===== src/rtl/uxt_pkg.sv =====
package uxt_pkg;

    localparam int DATA_W = 9;

    // one queued frame: action flags travel with the data
    typedef struct packed {
        logic              rx_en_after;
        logic              tx_dis_after;
        logic              brk;
        logic              tri_after;
        logic              unblk_after;
        logic [DATA_W-1:0] data;
    } tx_entry_t;

    // one 16-bit half of the double-write word; bits 10:9 are not decoded
    function automatic tx_entry_t unpack_half(input logic [15:0] h);
        tx_entry_t e;
        e.data         = h[8:0];
        e.unblk_after  = h[11];
        e.tri_after    = h[12];
        e.brk          = h[13];
        e.tx_dis_after = h[14];
        e.rx_en_after  = h[15];
        return e;
    endfunction

endpackage


===== src/rtl/uxt_fifo.sv =====
module uxt_fifo
    import uxt_pkg::*;
#(
    parameter int DEPTH = 4,        // power of two
    localparam int PW = $clog2(DEPTH),
    localparam int CW = $clog2(DEPTH + 1)
) (
    input  logic          clk_i,
    input  logic          rst_ni,
    input  logic          push2_i,
    input  tx_entry_t     ent0_i,
    input  tx_entry_t     ent1_i,
    input  logic          pop_i,
    output tx_entry_t     head_o,
    output logic [CW-1:0] level_o,
    output logic          drop_o
);

    typedef struct packed {
        tx_entry_t [DEPTH-1:0] mem;
        logic [PW-1:0]         wptr;
        logic [PW-1:0]         rptr;
        logic [CW-1:0]         count;
    } fifo_st_t;

    fifo_st_t st_d, st_q;
    logic     accept;
    logic     do_pop;

    always_comb begin
        st_d   = st_q;
        accept = push2_i && ((CW'(DEPTH) - st_q.count) >= CW'(2));
        do_pop = pop_i && (st_q.count != '0);
        drop_o = push2_i && !accept;
        if (do_pop) begin
            st_d.rptr = PW'(st_q.rptr + PW'(1));
        end
        if (accept) begin
            st_d.mem[st_q.wptr]                   = ent0_i;
            st_d.mem[PW'(st_q.wptr + PW'(1))]     = ent1_i;
            st_d.wptr                             = PW'(st_q.wptr + PW'(2));
        end
        st_d.count = CW'(st_q.count + (accept ? CW'(2) : CW'(0)) - (do_pop ? CW'(1) : CW'(0)));
    end

    always_ff @(posedge clk_i or negedge rst_ni) begin
        if (!rst_ni) begin
            st_q <= '0;
        end else begin
            st_q <= st_d;
        end
    end

    assign head_o  = st_q.mem[st_q.rptr];
    assign level_o = st_q.count;


    no_overflow_chk: assert property (@(posedge clk_i) disable iff (!rst_ni)
        level_o <= CW'(DEPTH));


    drop_keeps_level_chk: assert property (@(posedge clk_i) disable iff (!rst_ni)
        (drop_o && !pop_i) |=> (level_o == $past(level_o)));


    pop_nonempty_chk: assert property (@(posedge clk_i) disable iff (!rst_ni)
        pop_i |-> (level_o != '0));

endmodule


===== src/rtl/uxt_shifter.sv =====
module uxt_shifter
    import uxt_pkg::*;
#(
    parameter int TICKS_PER_BIT = 16,
    localparam int TW = (TICKS_PER_BIT > 1) ? $clog2(TICKS_PER_BIT) : 1,
    localparam int IW = $clog2(DATA_W + 1)
) (
    input  logic      clk_i,
    input  logic      rst_ni,
    input  logic      baud_tick_i,
    input  logic      start_i,
    input  tx_entry_t frame_i,
    input  logic      nine_bit_i,
    output logic      busy_o,
    output logic      txd_o,
    output logic      end_o,
    output tx_entry_t cur_o
);

    typedef enum logic [1:0] {S_IDLE, S_START, S_DATA, S_STOP} sh_state_e;

    typedef struct packed {
        sh_state_e         st;
        logic [TW-1:0]     tcnt;
        logic [IW-1:0]     sent;
        logic [IW-1:0]     nbits;
        logic [DATA_W-1:0] shreg;
        tx_entry_t         cur;
        logic              txd;
    } sh_t;

    sh_t  sh_d, sh_q;
    logic last_tick;

    always_comb begin
        sh_d      = sh_q;
        end_o     = 1'b0;
        last_tick = baud_tick_i && (sh_q.tcnt == TW'(TICKS_PER_BIT - 1));
        if (baud_tick_i && sh_q.st != S_IDLE) begin
            sh_d.tcnt = last_tick ? '0 : TW'(sh_q.tcnt + TW'(1));
        end
        unique case (sh_q.st)
            S_IDLE: begin
                if (start_i) begin
                    sh_d.st    = S_START;
                    sh_d.tcnt  = '0;
                    sh_d.sent  = '0;
                    sh_d.cur   = frame_i;
                    sh_d.shreg = frame_i.brk ? '0 : frame_i.data;
                    sh_d.nbits = nine_bit_i ? IW'(DATA_W) : IW'(DATA_W - 1);
                    sh_d.txd   = 1'b0;
                end
            end
            S_START: begin
                if (last_tick) begin
                    sh_d.st    = S_DATA;
                    sh_d.txd   = sh_q.shreg[0];
                    sh_d.shreg = sh_q.shreg >> 1;
                    sh_d.sent  = IW'(1);
                end
            end
            S_DATA: begin
                if (last_tick) begin
                    if (sh_q.sent == sh_q.nbits) begin
                        sh_d.st  = S_STOP;
                        sh_d.txd = 1'b1;
                    end else begin
                        sh_d.txd   = sh_q.shreg[0];
                        sh_d.shreg = sh_q.shreg >> 1;
                        sh_d.sent  = IW'(sh_q.sent + IW'(1));
                    end
                end
            end
            S_STOP: begin
                if (last_tick) begin
                    sh_d.st  = S_IDLE;
                    sh_d.txd = 1'b1;
                    end_o    = 1'b1;
                end
            end
            default: sh_d.st = S_IDLE;
        endcase
    end

    always_ff @(posedge clk_i or negedge rst_ni) begin
        if (!rst_ni) begin
            sh_q     <= '0;
            sh_q.txd <= 1'b1;
        end else begin
            sh_q <= sh_d;
        end
    end

    assign busy_o = (sh_q.st != S_IDLE);
    assign txd_o  = sh_q.txd;
    assign cur_o  = sh_q.cur;


    idle_high_chk: assert property (@(posedge clk_i) disable iff (!rst_ni)
        (sh_q.st == S_IDLE) |-> txd_o);


    start_low_chk: assert property (@(posedge clk_i) disable iff (!rst_ni)
        (sh_q.st == S_START) |-> !txd_o);


    break_low_chk: assert property (@(posedge clk_i) disable iff (!rst_ni)
        (sh_q.st == S_DATA && sh_q.cur.brk) |-> !txd_o);


    stop_high_chk: assert property (@(posedge clk_i) disable iff (!rst_ni)
        (sh_q.st == S_STOP) |-> txd_o);

endmodule


===== src/rtl/uart_xact_tx.sv =====
module uart_xact_tx
    import uxt_pkg::*;
#(
    parameter int FIFO_DEPTH    = 4,
    parameter int TICKS_PER_BIT = 16,
    localparam int LW = $clog2(FIFO_DEPTH + 1)
) (
    input  logic          clk_i,
    input  logic          rst_ni,
    input  logic          baud_tick_i,
    input  logic          nine_bit_i,
    input  logic          wr_dbl_i,
    input  logic [31:0]   wr_word_i,
    input  logic          txen_set_i,
    input  logic          rxblk_set_i,
    output logic          txd_o,
    output logic          txd_oe_o,
    output logic          tx_en_o,
    output logic          rx_en_o,
    output logic          tx_tri_o,
    output logic          rx_block_o,
    output logic          tx_done_o,
    output logic          ovf_o,
    output logic [LW-1:0] level_o
);

    typedef struct packed {
        logic tx_en;
        logic rx_en;
        logic tri_st;
        logic rx_blk;
        logic done;
        logic ovf;
    } ctl_t;

    ctl_t      ctl_d, ctl_q;
    tx_entry_t head, cur, ent0, ent1;
    logic      busy, frame_end, start, drop, sh_txd;

    assign ent0 = unpack_half(wr_word_i[15:0]);
    assign ent1 = unpack_half(wr_word_i[31:16]);

    uxt_fifo #(.DEPTH(FIFO_DEPTH)) u_fifo (
        .clk_i   (clk_i),
        .rst_ni  (rst_ni),
        .push2_i (wr_dbl_i),
        .ent0_i  (ent0),
        .ent1_i  (ent1),
        .pop_i   (start),
        .head_o  (head),
        .level_o (level_o),
        .drop_o  (drop)
    );

    uxt_shifter #(.TICKS_PER_BIT(TICKS_PER_BIT)) u_shifter (
        .clk_i       (clk_i),
        .rst_ni      (rst_ni),
        .baud_tick_i (baud_tick_i),
        .start_i     (start),
        .frame_i     (head),
        .nine_bit_i  (nine_bit_i),
        .busy_o      (busy),
        .txd_o       (sh_txd),
        .end_o       (frame_end),
        .cur_o       (cur)
    );

    assign start = !busy && ctl_q.tx_en && (level_o != '0);

    always_comb begin
        ctl_d      = ctl_q;
        ctl_d.done = frame_end;
        ctl_d.ovf  = drop;
        if (txen_set_i) begin
            ctl_d.tx_en  = 1'b1;
            ctl_d.tri_st = 1'b0;
        end
        if (rxblk_set_i) begin
            ctl_d.rx_blk = 1'b1;
        end
        // completion actions of the finishing frame win over set inputs
        if (frame_end) begin
            if (cur.rx_en_after)  ctl_d.rx_en  = 1'b1;
            if (cur.tx_dis_after) ctl_d.tx_en  = 1'b0;
            if (cur.tri_after)    ctl_d.tri_st = 1'b1;
            if (cur.unblk_after)  ctl_d.rx_blk = 1'b0;
        end
    end

    always_ff @(posedge clk_i or negedge rst_ni) begin
        if (!rst_ni) begin
            ctl_q <= '0;
        end else begin
            ctl_q <= ctl_d;
        end
    end

    assign txd_o      = sh_txd;
    assign txd_oe_o   = ctl_q.tx_en && !ctl_q.tri_st;
    assign tx_en_o    = ctl_q.tx_en;
    assign rx_en_o    = ctl_q.rx_en;
    assign tx_tri_o   = ctl_q.tri_st;
    assign rx_block_o = ctl_q.rx_blk;
    assign tx_done_o  = ctl_q.done;
    assign ovf_o      = ctl_q.ovf;


    done_follows_end_chk: assert property (@(posedge clk_i) disable iff (!rst_ni)
        frame_end |=> tx_done_o);


    done_single_chk: assert property (@(posedge clk_i) disable iff (!rst_ni)
        tx_done_o |=> !tx_done_o);


    hold_when_off_chk: assert property (@(posedge clk_i) disable iff (!rst_ni)
        (!tx_en_o && !busy) |=> !busy);


    tri_releases_chk: assert property (@(posedge clk_i) disable iff (!rst_ni)
        tx_tri_o |-> !txd_oe_o);


    txdis_applies_chk: assert property (@(posedge clk_i) disable iff (!rst_ni)
        (frame_end && cur.tx_dis_after) |=> !tx_en_o);

endmodule


===== config.mk =====
export PLATFORM = sky130hd
export DESIGN_NAME = uart_xact_tx
export DESIGN_NICKNAME = d
export VERILOG_FILES = /design/src/rtl/uxt_pkg.sv /design/src/rtl/uxt_fifo.sv /design/src/rtl/uxt_shifter.sv /design/src/rtl/uart_xact_tx.sv
export SDC_FILE = /design/constraint.sdc
export NUM_CORES = 1
export LEC_CHECK = 0
export BUFFER_PORTS_ARGS = -buffer_cell sky130_fd_sc_hd__buf_2
export CAP_MARGIN = 30
export CORE_ASPECT_RATIO = 1.4
export CORE_MARGIN = 4
export CORE_UTILIZATION = 51
export DETAILED_ROUTE_END_ITERATION = 8
export GPL_TIMING_DRIVEN = 0
export MAX_ROUTING_LAYER = met4
export PLACE_DENSITY = 0.71
export SLEW_MARGIN = 20
export SYNTH_ARGS = -nofsm -noshare
export SYNTH_HDL_FRONTEND = slang
export SYNTH_SLANG_ARGS = --single-unit
export TNS_END_PERCENT = 10

===== constraint.sdc =====
create_clock -name clk_i -period 4.6 [get_ports clk_i]
set_clock_uncertainty 0.05 [all_clocks]
set_input_delay 0.69 -clock clk_i [delete_from_list [all_inputs] [get_ports clk_i]]
set_output_delay 0.69 -clock clk_i [all_outputs]
set_load 0.01 [all_outputs]

# Word level (Yosys, flattened, before mapping)

Cells that the tools add are included.

Add/subtract/negate cells: 8
Magnitude comparators: 6
Equality and inequality tests: 11
Muxes and demuxes: 44
Reduce and logical (&&, ||, !) cells: 22

Operators with widths:

| cell                  | number |
|---|---|
| $bwmux W56            | 2 |
| $demux W14 S2         | 2 |
| $mux W14              | 3 |
| $mux W38              | 1 |
| $mux W9               | 4 |
| $bmux W14 S2          | 1 |
| $mux W4               | 7 |
| $pmux W9 S3           | 1 |
| $mux W1               | 15 |
| $pmux W4 S3           | 1 |
| $logic_and A1 B1 Y1   | 10 |
| $mux W2               | 5 |
| $reduce_and A5 Y1     | 2 |
| $lt A2 B3 Y1 const B  | 3 |
| $add A4 B1 Y4 const B | 2 |
| $ne A2 B1 Y1 const B  | 4 |
| $pmux W2 S4           | 1 |
| $reduce_bool A3 Y1    | 2 |
| $add A2 B1 Y2 const B | 2 |
| $eq A2 B2 Y1 const B  | 2 |
| $eq A4 B4 Y1          | 1 |
| $eq A4 B4 Y1 const B  | 1 |
| $ge A2 B1 Y1 const B  | 2 |
| $ne A2 B2 Y1 const B  | 2 |
| other kinds (12)      | 15 |

Register bits after elaboration: 107
Input port bits: 39
Output and inout port bits: 11
Word-level logic and storage cells: 136

# Logic depth before layout (Yosys ltp)

Gate-level depths: netlist of run 1.

Word-level depth: 7
Gate-level depth with buffers: 11
Gate-level depth less buffers: 10

# Modules after synthesis

A second synthesis of run 1 with hierarchy kept.

Cells, all modules: 370
Area, all modules: 4954.8 um^2

Modules (own cells, without submodules):

| module       | instances | cells each | area an instance (um^2) | seq. area each (um^2) |
|---|---|---|---|---|
| uxt_fifo     | 1         | 197        | 2850.2                  | 1551.5 |
| uxt_shifter  | 1         | 156        | 1886.8                  | 902.1 |
| uart_xact_tx | 1         | 17         | 217.7                   | 150.1 |

# Worst setup path after synthesis of run 1

OpenSTA, ideal clock, no wires.

Path kind: register to register
Start: register u_fifo.st_q, in the netlist u_fifo.level_o[0]
End: register u_fifo.st_q, in the netlist u_fifo.level_o[2]
Library setup time: 0.080 ns
Arrival time: 1.989 ns
Data required time: 4.470 ns
Slack: 2.482 ns
Stages on the path, launching flop included: 11
Path buffers: 0
Period minus slack after synthesis: 2.118 ns
Cells stage by stage: dfrtp_1 -> inv_1 -> ha_1 -> ha_1 -> or3b_4 -> nand2_4 -> ha_1 -> inv_1 -> ha_1 -> xnor2_1 -> xnor2_1

RTL lines:

| element                | line           | RTL |
|---|---|---|
| from (decl)            | uxt_fifo.sv:26 | `fifo_st_t st_d, st_q;` |
| from (signal assigned) | uxt_fifo.sv:50 | `st_q <= st_d;` |

==> results of run 1 <==
==> worst max-delay path: stages, from the launching register on <==
cell and delay [ns]:
dfrtp_1 0.37, inv_1 0.07, ha_1 0.18, ha_1 0.18
nand3b_2 0.35, inv_2 0.18, buf_2 0.26, ha_1 0.19
inv_1 0.04, ha_1 0.18, xnor2_1 0.17, xnor2_1 0.13
==> flip-flops by register name (all words and copies together), names as in the netlist <==
signal and cells:
rx_block_o 1, ovf_o 1, rx_en_o 1, u_shifter.cur_o 4, u_fifo.level_o 3, u_fifo.st_q 59
u_shifter.sh_q 21, tx_tri_o 1, u_shifter.txd_o 1, tx_done_o 1, tx_en_o 1
==> synth_stat cells, types with 2 or more instances <==
cell,n,area [um2]
mux2i_1,21,210
inv_1,14,52.6
mux2_4,27,405
clkbuf_1,3,11.3
buf_4,4,30.0
buf_6,5,56.3
ha_1,14,175
nand2_1,27,101
xnor2_1,7,61.3
a21o_1,2,15.0
o221ai_1,8,70.1
buf_2,6,30.0
nor2_1,10,37.5
mux4_2,4,90.1
o21ai_0,5,25.0
and3_1,2,12.5
nor2b_1,5,31.3
nand2b_1,3,18.8
a21oi_1,4,20.0
nand4_1,3,18.8
nor3_1,2,10.0
nand3_1,2,10.0
dfrtp_1,93,2330
o2111ai_2,2,30.0
mux2_1,40,450
==> kinds of logic (layout without fill, tap and decap cells) <==
family / Yosys count / in the layout / synth area share [%]
XOR/XNOR: 7 / 7 / 1.35
AO/OA/AOI/OAI: 32 / 32 / 5.75
adder cells (fa/ha/maj): 14 / 14 / 3.85
flip-flops: 94 / 94 / 51.7
multiplexers: 92 / 92 / 25.4
AND/OR/NAND/NOR: 66 / 66 / 7.87
buffers and inverters: 33 / 95 / 4.04
==> area by class of cell <==
cell class                 count  area [um2]  area share [%]
clock buffer                  14         284            5.40
sequential                    94        2350            44.7
multi-input combinational    211        2010            38.2
inverter                      15        56.3            1.07
clock inverter                 2        37.5           0.713
timing repair buffer          46         259            4.92
buffer                        18         128            2.43
tap                          105         131            2.50
==> worst max path at each step <==
| stage | from | end | slack (ns) |
|---|---|---|---|
| 2_1_floorplan | u_fifo.level_o[0] | u_fifo.level_o[2] | 2.48 |
| 3_3_place_gp | rst_ni | u_fifo.st_q[7] | 1.91 |
| 3_5_place_dp | u_fifo.level_o[1] | u_fifo.level_o[2] | 2.17 |
| 4_1_cts | u_fifo.level_o[1] | u_fifo.level_o[2] | 2.14 |
| 5_1_grt | u_fifo.level_o[1] | u_fifo.level_o[2] | 1.98 |
| 6_report | u_fifo.level_o[1] | u_fifo.level_o[2] | 2.17 |
==> stage by stage <==
step / utilization (%) / instances / area [um2]
after floorplan: - / 338 / 4550
after global placement: 56.7 / 488 / 4910
after detailed placement: 57.1 / 489 / 4940
after CTS: 60.8 / 505 / 5260
after global routing: 60.8 / 505 / 5260
final: 60.8 / 505 / 5260
==> where the power goes <==
group	switching, uW	internal (uW)	total, uW	leakage [uW]
logic	814	861	1680	0.00122
clock network	295	481	776	0.000155
registers	211	1200	1410	0.00114
==> metal layers <==
layer  GRT usage, %  wire length (um)  vias up
li1               -                 -     1309
met1           23.1              3740     1400
met2           30.3              4580       42
met3           4.19               260        9
met4           6.05               114        0
met5              -                 0        -
==> impl_metrics.csv, run 1 <==
group,metric,value,unit
run_status,outcome,"completed",
yosys,synth_warnings,0,
drt,drc_errors,0,
floorplan,io_pins,50,
timing,finalSetupTns,0,ns
placement,hpwlAfterDp,6.14,mm
timing,relSlewSlack,66.0,%
yosys,avgSynthCellArea,13.5,um2
yosys,synth_nets,391,
setup_path,cp-start-kind,"register",
setup_path,path_max_fanout,10,
timing,setup_ws,2.17,ns
clocking,htreeDepth,3,
yosys,seq_area_frac_synth,51.7,%
drt,wl_per_cell,17.2,um
timing,maxSlewViolCount,0,
power_and_ir_drop,power_density,735,mW/mm2
setup_path,worstPathRequired,4.82,ns
clocking,tritoncts,"built",
finish,layout_common_cells,"93 x dfrtp_1, 50 x buf_2, 40 x mux2_1, 27 x nand2_1, 27 x mux2_4",
finish,layout_commonest_cell,"dfrtp_1",
timing,hold_violations,0,
clocking,clk_path_buf_depth,2,
clocking,worstSkewPairLatency,0.34,ns
finish,drive_gt1_share,29.8,%
setup_path,crit_type,"reg -> reg",
timing,tightestPinTransition,0.498,ns
placement,dp_worst_setup_slack,2.17,ns
placement,gp_congestion,0.801,
timing,setup_viol_count_final,0,
clocking,clock_sinks,94,
timing,hold-worst-slack,0.113,ns
clocking,cts_resized,0,
yosys,synth_edf_count,0,
setup_path,worstReg2RegStart,"u_fifo.level_o[1]",
clocking,path_clk_slew,0.06,ns
floorplan,start_util,52.5,%
drt,drtIter0Drc,99,
drt,ant_nets,0,
global_routing,grt_start_max_net_pins,83,
clocking,clockRootBuffer,"clkbuf_16",
timing,fin_crit_sh,52.9,%
global_routing,grt_overflow_total,0,
floorplan,core-area,0.00866,mm2
timing,period_needed,2.43,ns
yosys,ys_types,50,
power_and_ir_drop,leakage,0.00252,uW
setup_path,rr_endpoint,"u_fifo.level_o[2]",
setup_path,reg2reg_depth,11,
yosys,synthCells,338,
drt,via_per_inst,5.47,
yosys,netlist_area,0.00455,mm2
worst_hold_path,hold_class,"in -> async",
floorplan,die_w,87.8,um
finish,diodes,0,
global_routing,grt_usage,18.7,%
drt,route.vias.total,2760,
yosys,async_flop_share,100,%
placement,port_buffers,45,
global_routing,antenna_found_initial,0,
finish,nets,448,
power_and_ir_drop,peakVddDrop,0.394,mV
setup_path,critPathCaptureType,"register",
setup_path,arrival,2.65,ns
finish,fill_cells,696,
floorplan,die_height,120,um
yosys,ys_ff_latch,94,
floorplan,dieArea,0.0105,mm2
clocking,cts_buffers,9,
drt,drt-total-wl,8.69,mm
timing,rsz0062_at_grt,"no",
drt,first_pass_iters,4,
clocking,cts_hold_buf,0,
global_routing,grt_pass1_wl,14.7,mm
setup_path,r2r_setup_slack,2.17,ns
power_and_ir_drop,total_power,3870,uW
finish,area_growth,15.6,%
global_routing,grt_pass1_vias,3008,
run,max_cap_violations,0,
clocking,post_cts_buffers,0,
floorplan,fp-row-count,40,
yosys,ys.flop_type,"dfrtp_1",
timing,fmax,411,MHz
No activity file was read; power rests on OpenSTA's default activity.
==> run 2: changes to the inputs <==
--- a/config.mk
+++ b/config.mk
@@ -13,7 +13,7 @@
 export DETAILED_ROUTE_END_ITERATION = 8
 export GPL_TIMING_DRIVEN = 0
 export MAX_ROUTING_LAYER = met4
-export PLACE_DENSITY = 0.71
+export PLACE_DENSITY = 0.74
 export SLEW_MARGIN = 20
 export SYNTH_ARGS = -nofsm -noshare
 export SYNTH_HDL_FRONTEND = slang
==> constraint.sdc (replaced) <==
create_clock -name clk_i -period 2.2 [get_ports clk_i]
set_clock_uncertainty 0.05 [all_clocks]
set_input_delay 0.33 -clock clk_i [delete_from_list [all_inputs] [get_ports clk_i]]
set_output_delay 0.33 -clock clk_i [all_outputs]
set_load 0.01 [all_outputs]
==> run 2 against run 1 <==
Final cell count grew 2.6%. Sequential share of layout area shrank 1.4 points. Cell area grew 3.2%. First-iteration DRC count grew 10%. Total power grew 120%.
==> impl_metrics.csv, run 2 (synthesized netlist as in run 1, its figures left out) <==
group,metric,value,unit
power_and_ir_drop,leakage,0.00256,uW
setup_path,path_max_fanout,3,
finish,diodes,0,
global_routing,grt_start_max_net_pins,61,
drt,drt-total-wl,8.66,mm
timing,fin_crit_sh,98.4,%
timing,setup_viol_count_final,0,
global_routing,grt_overflow_total,0,
power_and_ir_drop,combPwrFrac,45.8,%
floorplan,dieArea,0.0105,mm2
power_and_ir_drop,peakVddDrop,0.826,mV
floorplan,fp-row-count,40,
drt,via_per_inst,5.44,
setup_path,worstPathRequired,2.41,ns
finish,nets,461,
setup_path,cp-start-kind,"register",
power_and_ir_drop,p_int,5480,uW
drt,wl_per_cell,16.7,um
floorplan,start_util,52.5,%
floorplan,io_pins,50,
finish,layout_common_cells,"93 x dfrtp_1, 48 x buf_2, 40 x mux2_1, 27 x nand2_1, 27 x mux2_4",
placement,hpwlAfterDp,6.06,mm
timing,maxSlewViolCount,0,
finish,final_cells,518,
clocking,clockRootBuffer,"clkbuf_16",
timing,period_needed,2.16,ns
floorplan,die_height,120,um
finish,layout_commonest_cell,"dfrtp_1",
placement,dp_cells,489,
timing,hold_violations,0,
clocking,clock_sinks,94,
run_status,outcome,"completed",
drt,route.vias.total,2819,
power_and_ir_drop,p_sw,2900,uW
worst_hold_path,hold_class,"in -> reg",
placement,port_buffers,45,
clocking,path_clk_slew,0.06,ns
power_and_ir_drop,clockPowerShare,18.8,%
setup_path,critPathCaptureType,"register",
global_routing,grt_pass1_wl,15.1,mm
finish,fill_cells,671,
clocking,worstSkewPairLatency,0.34,ns
clocking,clk_path_buf_depth,2,
finish,regMostFlops,"u_fifo.st_q",
clocking,htreeDepth,3,
drt,first_pass_iters,5,
clocking,cts_buffers,9,
placement,gp_congestion,0.791,
setup_path,crit_type,"reg -> reg",
clocking,tritoncts,"built",
floorplan,die_w,87.8,um
timing,fmax,462,MHz
setup_path,arrival,2.38,ns
power_and_ir_drop,swShare,34.6,%
finish,area_growth,19.3,%
drt,ant_nets,0,
power_and_ir_drop,power_frac_seq,35.4,%
timing,tightestPinTransition,0.457,ns
finish,drive_gt1_share,34.4,%
drt,drc_errors,0,
floorplan,core-area,0.00866,mm2
power_and_ir_drop,power_density,1540,mW/mm2
run,max_cap_violations,0,
finish,largest_register_ffs,59,
drt,drtIter0Drc,109,
power_and_ir_drop,total_power,8380,uW
global_routing,antenna_found_initial,0,
global_routing,grt_usage,18.9,%
global_routing,grt_pass1_vias,3066,
timing,relSlewSlack,69.5,%
run 2: cell types whose count changed in the layout (fill, tap and decap cells not counted), sizes merged:
cell         before  now
clkbuf           17   13
dlygate4sd3       0    1
inv              15   16
buf              61   73
clkinvlp          1    4
run 2: area by class of cell:
cell class | count | area, um2 | area share, %
inverter | 15 | 58.8 | 1.08
clock buffer | 10 | 239 | 4.40
tap | 105 | 131 | 2.42
timing repair buffer | 59 | 359 | 6.61
buffer | 18 | 133 | 2.44
clock inverter | 6 | 68.8 | 1.27
multi-input combinational | 211 | 2090 | 38.4
sequential | 94 | 2350 | 43.4
run 2: worst paths after layout:
check                      cells past startpoint                 from           endpoint  slack, ns
setup / recovery                              10    u_fifo.level_o[1]  u_fifo.level_o[2]       0.04
hold / removal                                 2           txen_set_i           tx_tri_o       0.13
setup reg to reg                              10    u_fifo.level_o[1]  u_fifo.level_o[2]       0.04
hold reg to reg                                1  u_shifter.cur_o[12]            tx_en_o       0.39
max in group asynchronous                      3               rst_ni    u_fifo.st_q[49]       1.11
min in group asynchronous                      2               rst_ni    u_fifo.st_q[48]       0.39
run 2: critical path, cell delays in order (launching register included):
cell     delay [ns]
dfrtp_1        0.39
inv_2          0.07
ha_4           0.16
ha_4           0.25
or3b_4         0.41
nand2_4        0.13
ha_4           0.21
inv_2          0.06
ha_4           0.13
xnor2_2        0.11
xnor2_1        0.13
run 2: stage by stage:
step / area [um2] / util [%] / hold WS, ns / worst slack, ns / TNS [ns]
floorplan: 4550 / - / -0.0156 / 0.0815 / 0
global placement: 4910 / 56.7 / 0.376 / -0.209 / -11.13
detailed placement: 4940 / 57.1 / 0.196 / -0.233 / -3.69
CTS: 5330 / 61.6 / 0.121 / -0.0112 / -0.0112
global route: 5430 / 62.7 / 0.127 / -0.0115 / -0.0133
finish: 5430 / 62.7 / 0.125 / 0.0352 / 0
run 2: layer usage:
layer,share of wire [%],routed length (um),GRT usage [%]
met1,44,3790,24.1
met2,52,4540,30.8
met3,2.5,213,3.43
met4,1.3,112,5.85
met5,0,0,-
run 2: power by group through the flow:
stage          Sequential [uW]  Combinational, uW  Clock [uW]
2_1_floorplan             2840               2810           0
3_3_place_gp              2920               3400           0
3_5_place_dp              2970               3500           0
4_1_cts                   2960               3670        1600
5_1_grt                   3060               4220        1690
6_report                  2960               3840        1570
run 2: repair_timing:
item / 4_1_cts / 5_1_grt
resized for setup: 6 / 11
endpoints found under the setup margin: 42 / 28
hold endpoints to repair: 33 / 0
buffers inserted: 7 / 5
hold buffers: 1 / 0
pin swaps: 5 / 7
